### config.mk
export PLATFORM = sky130hd
export DESIGN_NAME = phase_step_seq
export DESIGN_NICKNAME = d
export VERILOG_FILES = /design/src/rtl/phs_pkg.sv /design/src/rtl/phs_interval_timer.sv /design/src/rtl/phs_step_counter.sv /design/src/rtl/phs_ctrl_fsm.sv /design/src/rtl/phase_step_seq.sv
export SDC_FILE = /design/constraint.sdc
export NUM_CORES = 1
export LEC_CHECK = 0
export CORE_MARGIN = 4
export CORE_UTILIZATION = 53
export CTS_BUF_LIST = sky130_fd_sc_hd__clkbuf_16
export CTS_CLUSTER_SIZE = 30
export DETAILED_ROUTE_END_ITERATION = 8
export DONT_BUFFER_PORTS = 1
export HOLD_SLACK_MARGIN = 0.06
export PLACE_DENSITY = 0.82
export SYNTH_ARGS = -nofsm -noshare
export SYNTH_HDL_FRONTEND = slang
export SYNTH_SLANG_ARGS = --single-unit
### constraint.sdc
create_clock -name clk -period 2.1 [get_ports clk]
set_clock_uncertainty 0.1 [all_clocks]
set_input_delay 0.105 -clock clk [delete_from_list [all_inputs] [get_ports clk]]
set_output_delay 0.105 -clock clk [all_outputs]
set_load 0.03 [all_outputs]
### src/rtl/phs_pkg.sv
package phs_pkg;

    typedef enum logic {
        MODE_FINE   = 1'b0,
        MODE_COARSE = 1'b1
    } phs_mode_e;

    typedef enum logic [1:0] {
        ST_IDLE  = 2'd0,
        ST_SETUP = 2'd1,
        ST_HIGH  = 2'd2,
        ST_LOW   = 2'd3
    } phs_state_e;

    typedef enum logic [1:0] {
        IV_SETUP = 2'd0,
        IV_HIGH  = 2'd1,
        IV_LOW   = 2'd2
    } phs_interval_e;

    typedef struct packed {
        logic [1:0] sel;
        logic       dir;
        phs_mode_e  mode;
    } phs_req_t;

    // Rounds a time in ps up to whole clock cycles, never below one.
    function automatic int unsigned cyc_ceil(input int unsigned ps, input int unsigned clk_ps);
        int unsigned c;
        c = (ps + clk_ps - 1) / clk_ps;
        if (c == 0) c = 1;
        return c;
    endfunction

    function automatic int unsigned max2(input int unsigned a, input int unsigned b);
        return (a > b) ? a : b;
    endfunction

endpackage

### src/rtl/phs_interval_timer.sv
module phs_interval_timer #(
    parameter int unsigned W = 4
) (
    input  logic         clk,
    input  logic         rst,
    input  logic         load,
    input  logic [W-1:0] load_val,
    output logic         expired
);
    logic [W-1:0] cnt_q;

    always_ff @(posedge clk) begin
        if (rst) begin
            cnt_q <= '0;
        end else if (load) begin
            cnt_q <= load_val;
        end else if (cnt_q != '0) begin
            cnt_q <= cnt_q - 1'b1;
        end
    end

    assign expired = (cnt_q == '0);
endmodule

### src/rtl/phs_step_counter.sv
module phs_step_counter #(
    parameter int unsigned W = 8
) (
    input  logic         clk,
    input  logic         rst,
    input  logic         load,
    input  logic [W-1:0] load_val,
    input  logic         dec,
    output logic         last
);
    logic [W-1:0] left_q;

    always_ff @(posedge clk) begin
        if (rst) begin
            left_q <= '0;
        end else if (load) begin
            left_q <= load_val;
        end else if (dec && left_q != '0) begin
            left_q <= left_q - 1'b1;
        end
    end

    assign last = (left_q == W'(1));
endmodule

### src/rtl/phs_ctrl_fsm.sv
module phs_ctrl_fsm
    import phs_pkg::*;
(
    input  logic          clk,
    input  logic          rst,
    input  logic          accept,
    input  logic          zero_cnt,
    input  logic          tmr_expired,
    input  logic          last_step,
    output phs_state_e    state,
    output logic          tmr_load,
    output phs_interval_e tmr_kind,
    output logic          cnt_load,
    output logic          cnt_dec,
    output logic          done
);
    phs_state_e state_q, state_d;
    logic       done_q, done_d;

    always_comb begin
        state_d  = state_q;
        done_d   = 1'b0;
        tmr_load = 1'b0;
        tmr_kind = IV_SETUP;
        cnt_load = 1'b0;
        cnt_dec  = 1'b0;
        unique case (state_q)
            ST_IDLE: begin
                if (accept) begin
                    if (zero_cnt) begin
                        done_d = 1'b1;
                    end else begin
                        state_d  = ST_SETUP;
                        tmr_load = 1'b1;
                        tmr_kind = IV_SETUP;
                        cnt_load = 1'b1;
                    end
                end
            end
            ST_SETUP: begin
                if (tmr_expired) begin
                    state_d  = ST_HIGH;
                    tmr_load = 1'b1;
                    tmr_kind = IV_HIGH;
                end
            end
            ST_HIGH: begin
                if (tmr_expired) begin
                    state_d  = ST_LOW;
                    tmr_load = 1'b1;
                    tmr_kind = IV_LOW;
                end
            end
            ST_LOW: begin
                if (tmr_expired) begin
                    if (last_step) begin
                        state_d = ST_IDLE;
                        done_d  = 1'b1;
                    end else begin
                        state_d  = ST_HIGH;
                        tmr_load = 1'b1;
                        tmr_kind = IV_HIGH;
                        cnt_dec  = 1'b1;
                    end
                end
            end
            default: state_d = ST_IDLE;
        endcase
    end

    always_ff @(posedge clk) begin
        if (rst) begin
            state_q <= ST_IDLE;
            done_q  <= 1'b0;
        end else begin
            state_q <= state_d;
            done_q  <= done_d;
        end
    end

    assign state = state_q;
    assign done  = done_q;
endmodule

### src/rtl/phase_step_seq.sv
module phase_step_seq
    import phs_pkg::*;
#(
    parameter int unsigned CLK_PS   = 10000,
    parameter int unsigned SETUP_PS = 5000,
    parameter int unsigned VCO_PS   = 4000,
    parameter int unsigned VCO_MULT = 4,
    parameter int unsigned LOAD_PS  = 10000,
    parameter int unsigned RECOV_PS = 45000,
    parameter int unsigned CNT_W    = 8
) (
    input  logic             clk,
    input  logic             rst,
    input  logic             req_valid,
    output logic             req_ready,
    input  logic [1:0]       req_sel,
    input  logic             req_dir,
    input  logic             req_mode,
    input  logic [CNT_W-1:0] req_steps,
    output logic [1:0]       pll_sel,
    output logic             pll_dir,
    output logic             fine_strobe,
    output logic             load_strobe,
    output logic             done
);
    localparam int unsigned SETUP_C = cyc_ceil(SETUP_PS, CLK_PS);
    localparam int unsigned FINE_C  = cyc_ceil(VCO_MULT * VCO_PS, CLK_PS);
    localparam int unsigned LOAD_C  = cyc_ceil(LOAD_PS, CLK_PS);
    localparam int unsigned RECOV_C = cyc_ceil(RECOV_PS, CLK_PS);
    localparam int unsigned MAX_C   = max2(max2(SETUP_C, FINE_C), max2(LOAD_C, RECOV_C));
    localparam int unsigned TMR_W   = $clog2(MAX_C + 1);

    phs_req_t      req_q;
    phs_state_e    state;
    phs_interval_e tmr_kind;
    logic          accept, tmr_load, tmr_expired, cnt_load, cnt_dec, last_step;
    logic [TMR_W-1:0] tmr_val;

    assign req_ready = (state == ST_IDLE);
    assign accept    = req_valid && req_ready;

    // Request register: PLL-facing select and direction hold until next accept.
    always_ff @(posedge clk) begin
        if (rst) begin
            req_q <= '{sel: 2'b00, dir: 1'b0, mode: MODE_FINE};
        end else if (accept) begin
            req_q <= '{sel: req_sel, dir: req_dir, mode: phs_mode_e'(req_mode)};
        end
    end

    // Interval length per phase and mode, minus one for the down-counter.
    always_comb begin
        unique case (tmr_kind)
            IV_HIGH: tmr_val = (req_q.mode == MODE_FINE) ? TMR_W'(FINE_C - 1) : TMR_W'(LOAD_C - 1);
            IV_LOW:  tmr_val = (req_q.mode == MODE_FINE) ? TMR_W'(FINE_C - 1) : TMR_W'(RECOV_C - 1);
            default: tmr_val = TMR_W'(SETUP_C - 1);
        endcase
    end

    phs_ctrl_fsm u_fsm (
        .clk         (clk),
        .rst         (rst),
        .accept      (accept),
        .zero_cnt    (req_steps == '0),
        .tmr_expired (tmr_expired),
        .last_step   (last_step),
        .state       (state),
        .tmr_load    (tmr_load),
        .tmr_kind    (tmr_kind),
        .cnt_load    (cnt_load),
        .cnt_dec     (cnt_dec),
        .done        (done)
    );

    phs_interval_timer #(.W(TMR_W)) u_tmr (
        .clk      (clk),
        .rst      (rst),
        .load     (tmr_load),
        .load_val (tmr_val),
        .expired  (tmr_expired)
    );

    phs_step_counter #(.W(CNT_W)) u_cnt (
        .clk      (clk),
        .rst      (rst),
        .load     (cnt_load),
        .load_val (req_steps),
        .dec      (cnt_dec),
        .last     (last_step)
    );

    // One strobe per mode; the unused one stays low.
    logic [1:0] strobe_vec;
    for (genvar m = 0; m < 2; m++) begin : g_strobe
        assign strobe_vec[m] = (state == ST_HIGH) && (req_q.mode == phs_mode_e'(m));
    end

    assign fine_strobe = strobe_vec[MODE_FINE];
    assign load_strobe = strobe_vec[MODE_COARSE];
    assign pll_sel     = req_q.sel;
    assign pll_dir     = req_q.dir;
endmodule

# [Word-level counts from Yosys, hierarchy flattened]
# Cells that the tools add are included.
[op_classes] add_sub_neg=2 eq_ne=11 muxes=32 bitwise_logic=1 n_reduce_logical=13
[ops] cell="2-bit 2-to-1 mux" n=8
[ops] cell="8-bit 2-to-1 mux" n=2
[ops] cell="2-bit one-hot mux with 4 select lines" n=2
[ops] cell="1-bit 2-to-1 mux" n=14
[ops] cell="3-bit 2-to-1 mux" n=3
[ops] cell="8-bit by 1-bit equality test with 1-bit output, second input constant" n=1
[ops] cell="8-bit logical NOT" n=1
[ops] cell="2-bit inequality test, second input constant" n=4
[ops] cell="8-bit nonzero test" n=1
[ops] cell="8-bit by 1-bit subtractor with 8-bit output, second input constant" n=1
[ops] cell="2-bit equality test, second input constant" n=3
[ops] cell="3-bit one-hot mux with 2 select lines" n=1
[ops] cell="5-bit AND reduction" n=1
[ops] cell="2-bit by 1-bit equality test with 1-bit output, second input constant" n=2
[ops] cell="1-bit logical AND" n=4
[ops] cell="2-bit nonzero test" n=2
[ops] cell="3-bit logical NOT" n=1
[ops] cell="1-bit one-hot mux with 3 select lines" n=1
[ops] cell="3-bit nonzero test" n=1
[ops] cell="3-bit by 1-bit subtractor with 3-bit output, second input constant" n=1
[ops] cell="2-bit logical NOT" n=1
[ops] cell="2-bit by 1-bit inequality test with 1-bit output, second input constant" n=1
[ops] cell="1-bit one-hot mux with 2 select lines" n=1
[ops] cell="2-bit OR reduction" n=1
[ops] cell="1-bit NOT" n=1
[totals] regBits=18 elab_cells=66

# [Depth between registers and ports, before layout]
# Gate-level depths: netlist of run 1.
[depth] ltp_word=7 depth_mapped=10

# [Modules after synthesis]
# From an unflattened synthesis of run 1, not the netlist that was laid out.
[hier_totals] hier_cells=150 area_unflattened_um2=1343.8
[by_module_without_submodules] module="phs_step_counter" instances=1 cells_each=59 area_per_inst_um2=524.3 seq_area_each_um2=160.2
[by_module_without_submodules] module="phs_ctrl_fsm" instances=1 cells_each=36 area_per_inst_um2=319.1 seq_area_each_um2=60.1
[by_module_without_submodules] module="phase_step_seq" instances=1 cells_each=33 area_per_inst_um2=294.0 seq_area_each_um2=80.1
[by_module_without_submodules] module="phs_interval_timer" instances=1 cells_each=22 area_per_inst_um2=206.4 seq_area_each_um2=60.1

# [Least setup slack after synthesis of run 1]
# OpenSTA, ideal clock, no wires.
[synth_path] path_type="register to register" startpoint="register u_fsm.state_q[0], in the netlist u_fsm.state[0]" endpoint="register u_tmr.cnt_q[0]" setup_time_ns=0.121 t_arrival_ns=1.916 required_ns=1.879 slack_ns=-0.038 stages_incl_launch_ff=11 path_buffers=1 path_cell_list="dfxtp_1 inv_1 ha_1 buf_6 nor3b_2 o21a_1 inv_1 ha_1 nor2_1 nor4_1 mux2_4"
[synth_via] elab_chain_len=5 word_cells_on_any_way=14 classes_between="eq/ne: 5; mux: 5; reduce/logical: 4"
[synth_rtl] element="start, declared" line_no="phs_ctrl_fsm.sv:17" rtl="phs_state_e state_q, state_d;"
[synth_rtl] element="start signal, assigned" line_no="phs_ctrl_fsm.sv:76" rtl="state_q <= state_d;"
[synth_rtl] element="2-bit logical NOT *" line_no="phase_step_seq.sv:39" rtl="assign req_ready = (state == ST_IDLE);"
[synth_rtl] element="named net req_ready" line_no="phase_step_seq.sv:15" rtl="output logic req_ready,"
[synth_rtl] element="2-bit one-hot mux with 4 select lines or 1-bit logical AND (tied branches)" line_no="phs_ctrl_fsm.sv:27, phase_step_seq.sv:40"
[synth_rtl] element="2-bit equality test (tied with other cells)" line_no="phase_step_seq.sv:53" rtl="unique case (tmr_kind)"
[synth_rtl] element="3-bit one-hot mux with 2 select lines or 1-bit one-hot mux with 3 select lines (tied branches)" line_no="phase_step_seq.sv:53, phs_ctrl_fsm.sv:27"
[synth_rtl] element="3-bit 2-to-1 mux or 2-bit nonzero test (tied branches)"
[synth_rtl] element="end signal, assigned" line_no="phs_interval_timer.sv:16" rtl="cnt_q <= load_val;"
[synth_rtl] element="end signal, assigned" line_no="phs_interval_timer.sv:18" rtl="cnt_q <= cnt_q - 1'b1;"
[synth_rtl] element="end, declared" line_no="phs_interval_timer.sv:10" rtl="logic [W-1:0] cnt_q;"
# The timed path passes the listed nets; every way through them passes the cells marked *.
# A chain may end at the register's enable or synchronous reset.

# [Final worst setup path of run 1]
[layout_path] startpoint="register u_fsm.state_q[0], in the netlist u_fsm.state[0]" endpoint="register u_tmr.cnt_q[2]"
[layout_via] elab_chain_len=5 word_cells_on_any_way=14 classes_between="eq/ne: 5; mux: 5; reduce/logical: 4"
[layout_rtl] element="2-bit equality test (tied with other cells)" line_no="phs_ctrl_fsm.sv:27" rtl="unique case (state_q)"
[layout_rtl] element="2-bit one-hot mux with 4 select lines or 1-bit logical AND (tied branches)" line_no="phs_ctrl_fsm.sv:27, phase_step_seq.sv:40"
[layout_rtl] element="2-bit equality test (tied with other cells)" line_no="phase_step_seq.sv:53"
[layout_rtl] element="3-bit one-hot mux with 2 select lines or 1-bit one-hot mux with 3 select lines (tied branches)" line_no="phase_step_seq.sv:53, phs_ctrl_fsm.sv:27"
[layout_rtl] element="3-bit 2-to-1 mux or 2-bit nonzero test (tied branches)"
# Several ways; a longest one is shown, not always the timed one.

==> results of run 1 <==
-- cell families (layout without fill, tap and decap cells) --
family | count (synthesis) | in the layout | synth area share, %
mux | 3 | 3 | 2.91
fa+ha+maj | 10 | 10 | 10.0
flops | 18 | 18 | 28.9
simple gates | 53 | 53 | 25.5
xor+xnor | 4 | 4 | 2.81
buf+inv | 15 | 36 | 6.32
compound gates | 35 | 35 | 23.5
-- final cells by class --
type | instances | area [µm²]
Clock inverter | 1 | 3.75
Multi-Input combinational cell | 105 | 847
Fill cell | 179 | 668
Clock buffer | 3 | 75.1
Tap cell | 28 | 35.0
Sequential cell | 18 | 363
Inverter | 10 | 37.5
Timing Repair Buffer | 22 | 204
-- worst max path at each step --
stage	cells after the start	endpoint
after floorplan	10	u_tmr.cnt_q[0]
after global placement	9	u_tmr.cnt_q[0]
after detailed placement	9	u_tmr.cnt_q[2]
after CTS	9	u_tmr.cnt_q[2]
after global routing	9	u_tmr.cnt_q[2]
final	9	u_tmr.cnt_q[2]
-- routing by layer --
layer / up-vias / track usage, % / share of wire [%]
met2: 40 / 39.1 / 53
met1: 555 / 24.7 / 40
met3: 13 / 5.06 / 4.5
met5: - / 0 / 0
met4: 0 / 11.2 / 2.3
li1: 546 / - / -
-- stage by stage --
stage               instances  util, %  worst slack (ps)  instance area [µm²]  power [W]
floorplan                 138        -              63.8                 1250    0.00141
global placement          168     58.0               200                 1290    0.00160
detailed placement        168     58.0               106                 1290    0.00166
CTS                       186     67.8              76.2                 1510    0.00209
global route              187     70.1              19.1                 1570    0.00235
finish                    187     70.1               124                 1570    0.00221
-- Yosys cell counts, types with 2 or more instances --
| cell type | instances | area share (%) |
|---|---|---|
| a211oi_1 | 2 | 1.2 |
| a21oi_1 | 5 | 2.0 |
| a22o_1 | 4 | 2.8 |
| a31oi_1 | 2 | 1.0 |
| buf_4 | 2 | 1.2 |
| buf_6 | 2 | 1.8 |
| dfxtp_1 | 18 | 29 |
| ha_1 | 10 | 10 |
| inv_1 | 10 | 3.0 |
| nand2_1 | 11 | 3.3 |
| nand3_1 | 5 | 2.0 |
| nor2_1 | 11 | 3.3 |
| nor2b_1 | 2 | 1.0 |
| nor3_1 | 6 | 2.4 |
| o2111ai_1 | 2 | 1.4 |
| o21ai_0 | 6 | 2.4 |
| or2_2 | 2 | 1.0 |
| or3_1 | 3 | 1.5 |
| or3_4 | 2 | 1.8 |
| or4_4 | 2 | 1.8 |
| xnor2_1 | 4 | 2.8 |
-- power by group --
| part | leakage (nW) | total [W] | switching (W) | internal [W] |
|---|---|---|---|---|
| registers | 0.148 | 0.000556 | 0.000117 | 0.000439 |
| clock network | 0.0385 | 0.000395 | 0.000142 | 0.000254 |
| logic | 0.396 | 0.00125 | 0.000668 | 0.000586 |
| total | 0.583 | 0.00221 | 0.000927 | 0.00128 |
-- layout by cell type (no fill, tap or decap), types with 3 or more instances in the layout --
master,count
buf_4,7
dfxtp_1,16
nand2_1,11
nor3_1,4
o21ai_0,6
dlygate4sd3_1,14
or3_1,3
nor2_1,11
clkbuf_16,3
nand3_1,5
xnor2_1,4
a22o_1,4
a21oi_1,5
ha_1,7
inv_1,9
-- repair_timing --
action | CTS | global route
endpoints found under the setup margin | 0 | 3
hold buffers | 14 | 0
gates resized for setup | 0 | 11
setup buffers | 0 | 1
endpoints found under the hold margin | 17 | 0
-- state kept, by name, summed over array words and instances, names as in the netlist --
register      flops
pll_dir           1
pll_sel           2
req_q             1
u_cnt.left_q      8
u_fsm.done        1
u_fsm.state       2
u_tmr.cnt_q       3
==> flow_metrics.py, run 1 <==
metrics = {
    "sta": {
        "period_share_pct": 94.1,
        "finalHoldViolations": 0,
        "min_period_ps": 1980,
        "timing.fmax_ghz": 0.506,
        "drv_slew": 0,
        "tightest_slew_ps": 643,
        "holdWs_ps": 77.0,
        "rsz0062_at_grt": "true",
        "final-setup-viol-count": 0,
        "finalSetupTns_ps": 0,
        "slew_headroom_pct": 57.0,
    },
    "drt": {
        "drc": 0,
        "routed_wl_um": 3390,
        "wl_per_cell_um": 18.1,
        "drtIter0Drc": 44,
        "vias": 1154,
        "firstDrtPassIters": 4,
        "detail-route-antenna-nets": 0,
        "via_per_inst": 6.17,
    },
    "critical_path": {
        "worstPathArrival_ps": 2050,
        "crit_chain": "inv_1, ha_2, nor3b_4, nand2_1, inv_1, ha_1, nand2_1, or3_1, a31oi_1",
        "reg2reg_depth": 9,
        "critPathKind": "reg2reg",
        "critical_path.top_delay_family": "simple AND/OR/NAND/NOR gates",
        "r2r_setup_slack_ps": 120,
        "cp_slowest_cell": "or3_1",
        "critical_path.max_stage_delay_ps": 380,
        "timing.rr.start": "u_fsm.state[0]",
        "path_max_fanout": 4,
        "worstSetupStartpoint": "u_fsm.state[0]",
        "worst-path-buf-inv": 2,
        "timing.rr.end": "u_tmr.cnt_q[2]",
        "start_kind": "register",
        "end_kind": "register",
        "required_ps": 2170,
    },
    "finish": {
        "layout.nets": 185,
        "diodes": 0,
        "drive_gt1_share_pct": 23.3,
        "areaGrowthSynthToFinish_pct": 25.6,
    },
    "grt": {
        "grt_pass1_wl_um": 5580,
        "grt_pass1_vias": 1192,
        "track_usage_pct": 22.2,
        "grt_max_degree": 15,
        "antenna_found_initial": 0,
        "overflow": 0,
    },
    "logic_synthesis": {
        "netlist_area_um2": 1250,
        "ys_ff_latch": 18,
        "synth.distinct_cells": 48,
        "synth_warnings": 0,
        "synth_nets": 163,
        "synthArstFlopShare_pct": 0,
        "synth_area_per_cell_um2": 9.03,
        "synth_cells": 138,
        "synthFlopType": "dfxtp_1",
        "synth_edf_count": 0,
        "ys_seq_area_share_pct": 28.9,
    },
    "clock_network": {
        "cts_sinks": 18,
        "cts_made_buffers": 3,
        "htreeDepth": 1,
        "cts.path.max_buffers": 2,
        "cts_tree": "yes",
        "root_buffer": "clkbuf_16",
        "insertion_delay_ps": 250,
        "clk_pin_slew_ps": 60,
    },
    "floorplan": {
        "die_area_um2": 3190,
        "top_level_ports": 22,
        "start_util_pct": 55.8,
        "num_rows": 17,
        "fp.coreArea_um2": 2230,
        "die_y_um": 56.5,
        "chipWidth_um": 56.5,
    },
    "min_path": {
        "worstHoldEndpoint": "u_tmr.cnt_q[0]",
        "hp-start": "rst",
        "hp-class": "in2reg",
        "whs_path_depth": 2,
    },
    "outcome": {
        "status": "finished clean",
    },
    "pwr": {
        "peakVddDrop_mv": 0.791,
        "p_per_area_nw_per_um2": 1410,
        "total_leakage_power_nw": 0.583,
    },
    "placement": {
        "portBuffers": 0,
        "place_congestion": 0.890,
        "dp_hpwl_um": 2260,
    },
    "run": {
        "max_cap_viol_count": 0,
    },
}
Note: power is estimated with default switching activity, not from simulation.
==> run 2: changes to the inputs <==
--- a/config.mk
+++ b/config.mk
@@ -6,13 +6,13 @@
 export NUM_CORES = 1
 export LEC_CHECK = 0
 export CORE_MARGIN = 4
-export CORE_UTILIZATION = 53
+export CORE_UTILIZATION = 56
 export CTS_BUF_LIST = sky130_fd_sc_hd__clkbuf_16
 export CTS_CLUSTER_SIZE = 30
 export DETAILED_ROUTE_END_ITERATION = 8
 export DONT_BUFFER_PORTS = 1
 export HOLD_SLACK_MARGIN = 0.06
-export PLACE_DENSITY = 0.82
+export PLACE_DENSITY = 0.85
 export SYNTH_ARGS = -nofsm -noshare
 export SYNTH_HDL_FRONTEND = slang
 export SYNTH_SLANG_ARGS = --single-unit
==> run 2 against run 1 <==
Core utilization increased by 7.5 points. Critical endpoint unchanged. Count of clock-buffer cells in the layout unchanged. Non-clock buffer count rose by 5. First-iteration DRC count up 130%. Largest cell class unchanged. Critical path type unchanged. Combinational power grew 4%. Total power rose by 1.3%. Sequential cell count unchanged. Setup slack got worse by 40 ps. Register-to-register slack lost 40 ps. Cell count rose by 1.6%.
==> flow_metrics.py, run 2 (synthesis gave the netlist of run 1 again) <==
metrics = {
    "sta": {
        "slew_headroom_pct": 61.9,
        "final-setup-viol-count": 0,
        "period_share_pct": 96.0,
        "drv_slew": 0,
        "tightest_slew_ps": 570,
        "finalHoldViolations": 0,
        "timing.fmax_ghz": 0.496,
        "min_period_ps": 2020,
        "layout_setup_ws_ps": 84.2,
    },
    "finish": {
        "layout.nets": 190,
        "top_regs": "u_cnt.left_q x8, u_tmr.cnt_q x3",
        "utilization_pct": 77.6,
        "diodes": 0,
        "regMostFlops": "u_cnt.left_q",
        "layout_common_cells": "dlygate4sd3_1, dfxtp_1, nand2_1, nor2_1, buf_4",
        "largest_reg_flops": 8,
        "drive_gt1_share_pct": 22.7,
        "areaGrowthSynthToFinish_pct": 27.1,
    },
    "clock_network": {
        "htreeDepth": 1,
        "insertion_delay_ps": 250,
        "clk_pin_slew_ps": 50,
        "cts.path.max_buffers": 2,
        "cts_made_buffers": 3,
        "cts_sinks": 18,
        "cts_tree": "yes",
        "root_buffer": "clkbuf_16",
    },
    "drt": {
        "drc": 0,
        "vias": 1256,
        "via_per_inst": 6.61,
        "routed_wl_um": 3800,
        "detail-route-antenna-nets": 0,
        "wl_per_cell_um": 20.0,
        "drtIter0Drc": 102,
        "firstDrtPassIters": 5,
    },
    "pwr": {
        "p_per_area_nw_per_um2": 1410,
        "total_leakage_power_nw": 0.590,
        "peakVddDrop_mv": 0.954,
    },
    "critical_path": {
        "start_kind": "register",
        "cp_slowest_cell": "or3_1",
        "r2r_setup_slack_ps": 80,
        "critPathKind": "reg2reg",
        "worstPathArrival_ps": 2090,
        "crit_chain": "nor3_2, buf_4, a31oi_1, o21a_1, inv_1, ha_1, nand2_1, or3_1, a31oi_1",
        "path_max_fanout": 4,
        "critical_path.max_stage_delay_ps": 370,
        "critPathMostFrequentCell": "a31oi_1",
        "required_ps": 2180,
        "end_kind": "register",
    },
    "floorplan": {
        "top_level_ports": 22,
        "fp.coreArea_um2": 2040,
        "die_area_um2": 3040,
        "chipWidth_um": 55.2,
        "die_y_um": 55.2,
        "start_util_pct": 61.0,
        "num_rows": 16,
    },
    "run": {
        "max_cap_viol_count": 0,
    },
    "placement": {
        "post-place-ws_ps": 102,
        "portBuffers": 0,
        "place_congestion": 0.874,
        "dp_hpwl_um": 2140,
    },
    "grt": {
        "overflow": 0,
        "grt_max_degree": 15,
        "antenna_found_initial": 0,
        "grt_pass1_vias": 1220,
        "track_usage_pct": 28.6,
        "grt_pass1_wl_um": 5970,
    },
    "outcome": {
        "status": "finished clean",
    },
    "min_path": {
        "hp-class": "in2reg",
    },
}
## run 2: cell count changes in the layout (fill, tap and decap cells not counted), sizes merged
| cell | previous run | this run |
|---|---|---|
| dlygate4sd3 | 14 | 17 |
| clkinv | 1 | 0 |
| buf | 8 | 10 |
## run 2: cell type report
| class | count | area [µm²] |
|---|---|---|
| tap | 27 | 33.8 |
| fill | 119 | 458 |
| sequential | 18 | 362 |
| clock buffer | 3 | 75.1 |
| timing repair buffer | 27 | 245 |
| inverter | 10 | 37.5 |
| multi-input combinational | 105 | 831 |
## run 2: metrics by stage
step,hold WS (ps),setup TNS [ps],std cells,total power (W),instance area [µm²]
6_report,77.0,0,190,0.00224,1580
5_1_grt,76.6,-44.6,190,0.00238,1580
4_1_cts,77.2,0,188,0.00209,1550
3_5_place_dp,76.5,0,168,0.00165,1300
3_3_place_gp,75.2,0,168,0.00160,1300
2_1_floorplan,114,0,138,0.00141,1250
## run 2: path summary, 6_finish.rpt
path | cells after the start | to | from
worst max-delay path | 9 | u_tmr.cnt_q[2] | u_cnt.left_q[4]
worst min-delay path | 2 | u_tmr.cnt_q[0] | rst
worst max register to register | 9 | u_tmr.cnt_q[2] | u_cnt.left_q[4]
worst min register to register | 2 | u_fsm.state[1] | u_fsm.state[1]
## run 2: where the power goes
group	total [W]	internal, W	switching [W]	leakage [nW]
clock network	0.000378	0.000251	0.000127	0.0370
registers	0.000555	0.000438	0.000118	0.148
logic	0.00130	0.000596	0.000707	0.405
total	0.00224	0.00128	0.000951	0.590
## run 2: layer usage
layer  vias up  global-route usage (%)  routed length, µm
li1        556                       -                  -
met1       593                    32.6               1400
met2        87                    49.4               1880
met3        20                    6.70                343
met4         0                    14.2                174
met5         -                       0                  0
## run 2: critical path, delay by kind of cell (launching register included)
family | cells | cell delay (ps)
adders and majority gates | 1 | 170
DFF | 1 | 350
AOI/OAI and AO/OA | 3 | 430
buffers and inverters | 2 | 230
and+or+nand+nor | 3 | 650
## run 2: what timing repair did
item,CTS,global route
hold buffers,17,0
setup endpoints to repair,0,3
buffers inserted,0,2
endpoints found under the hold margin,17,0
gates resized for setup,0,7
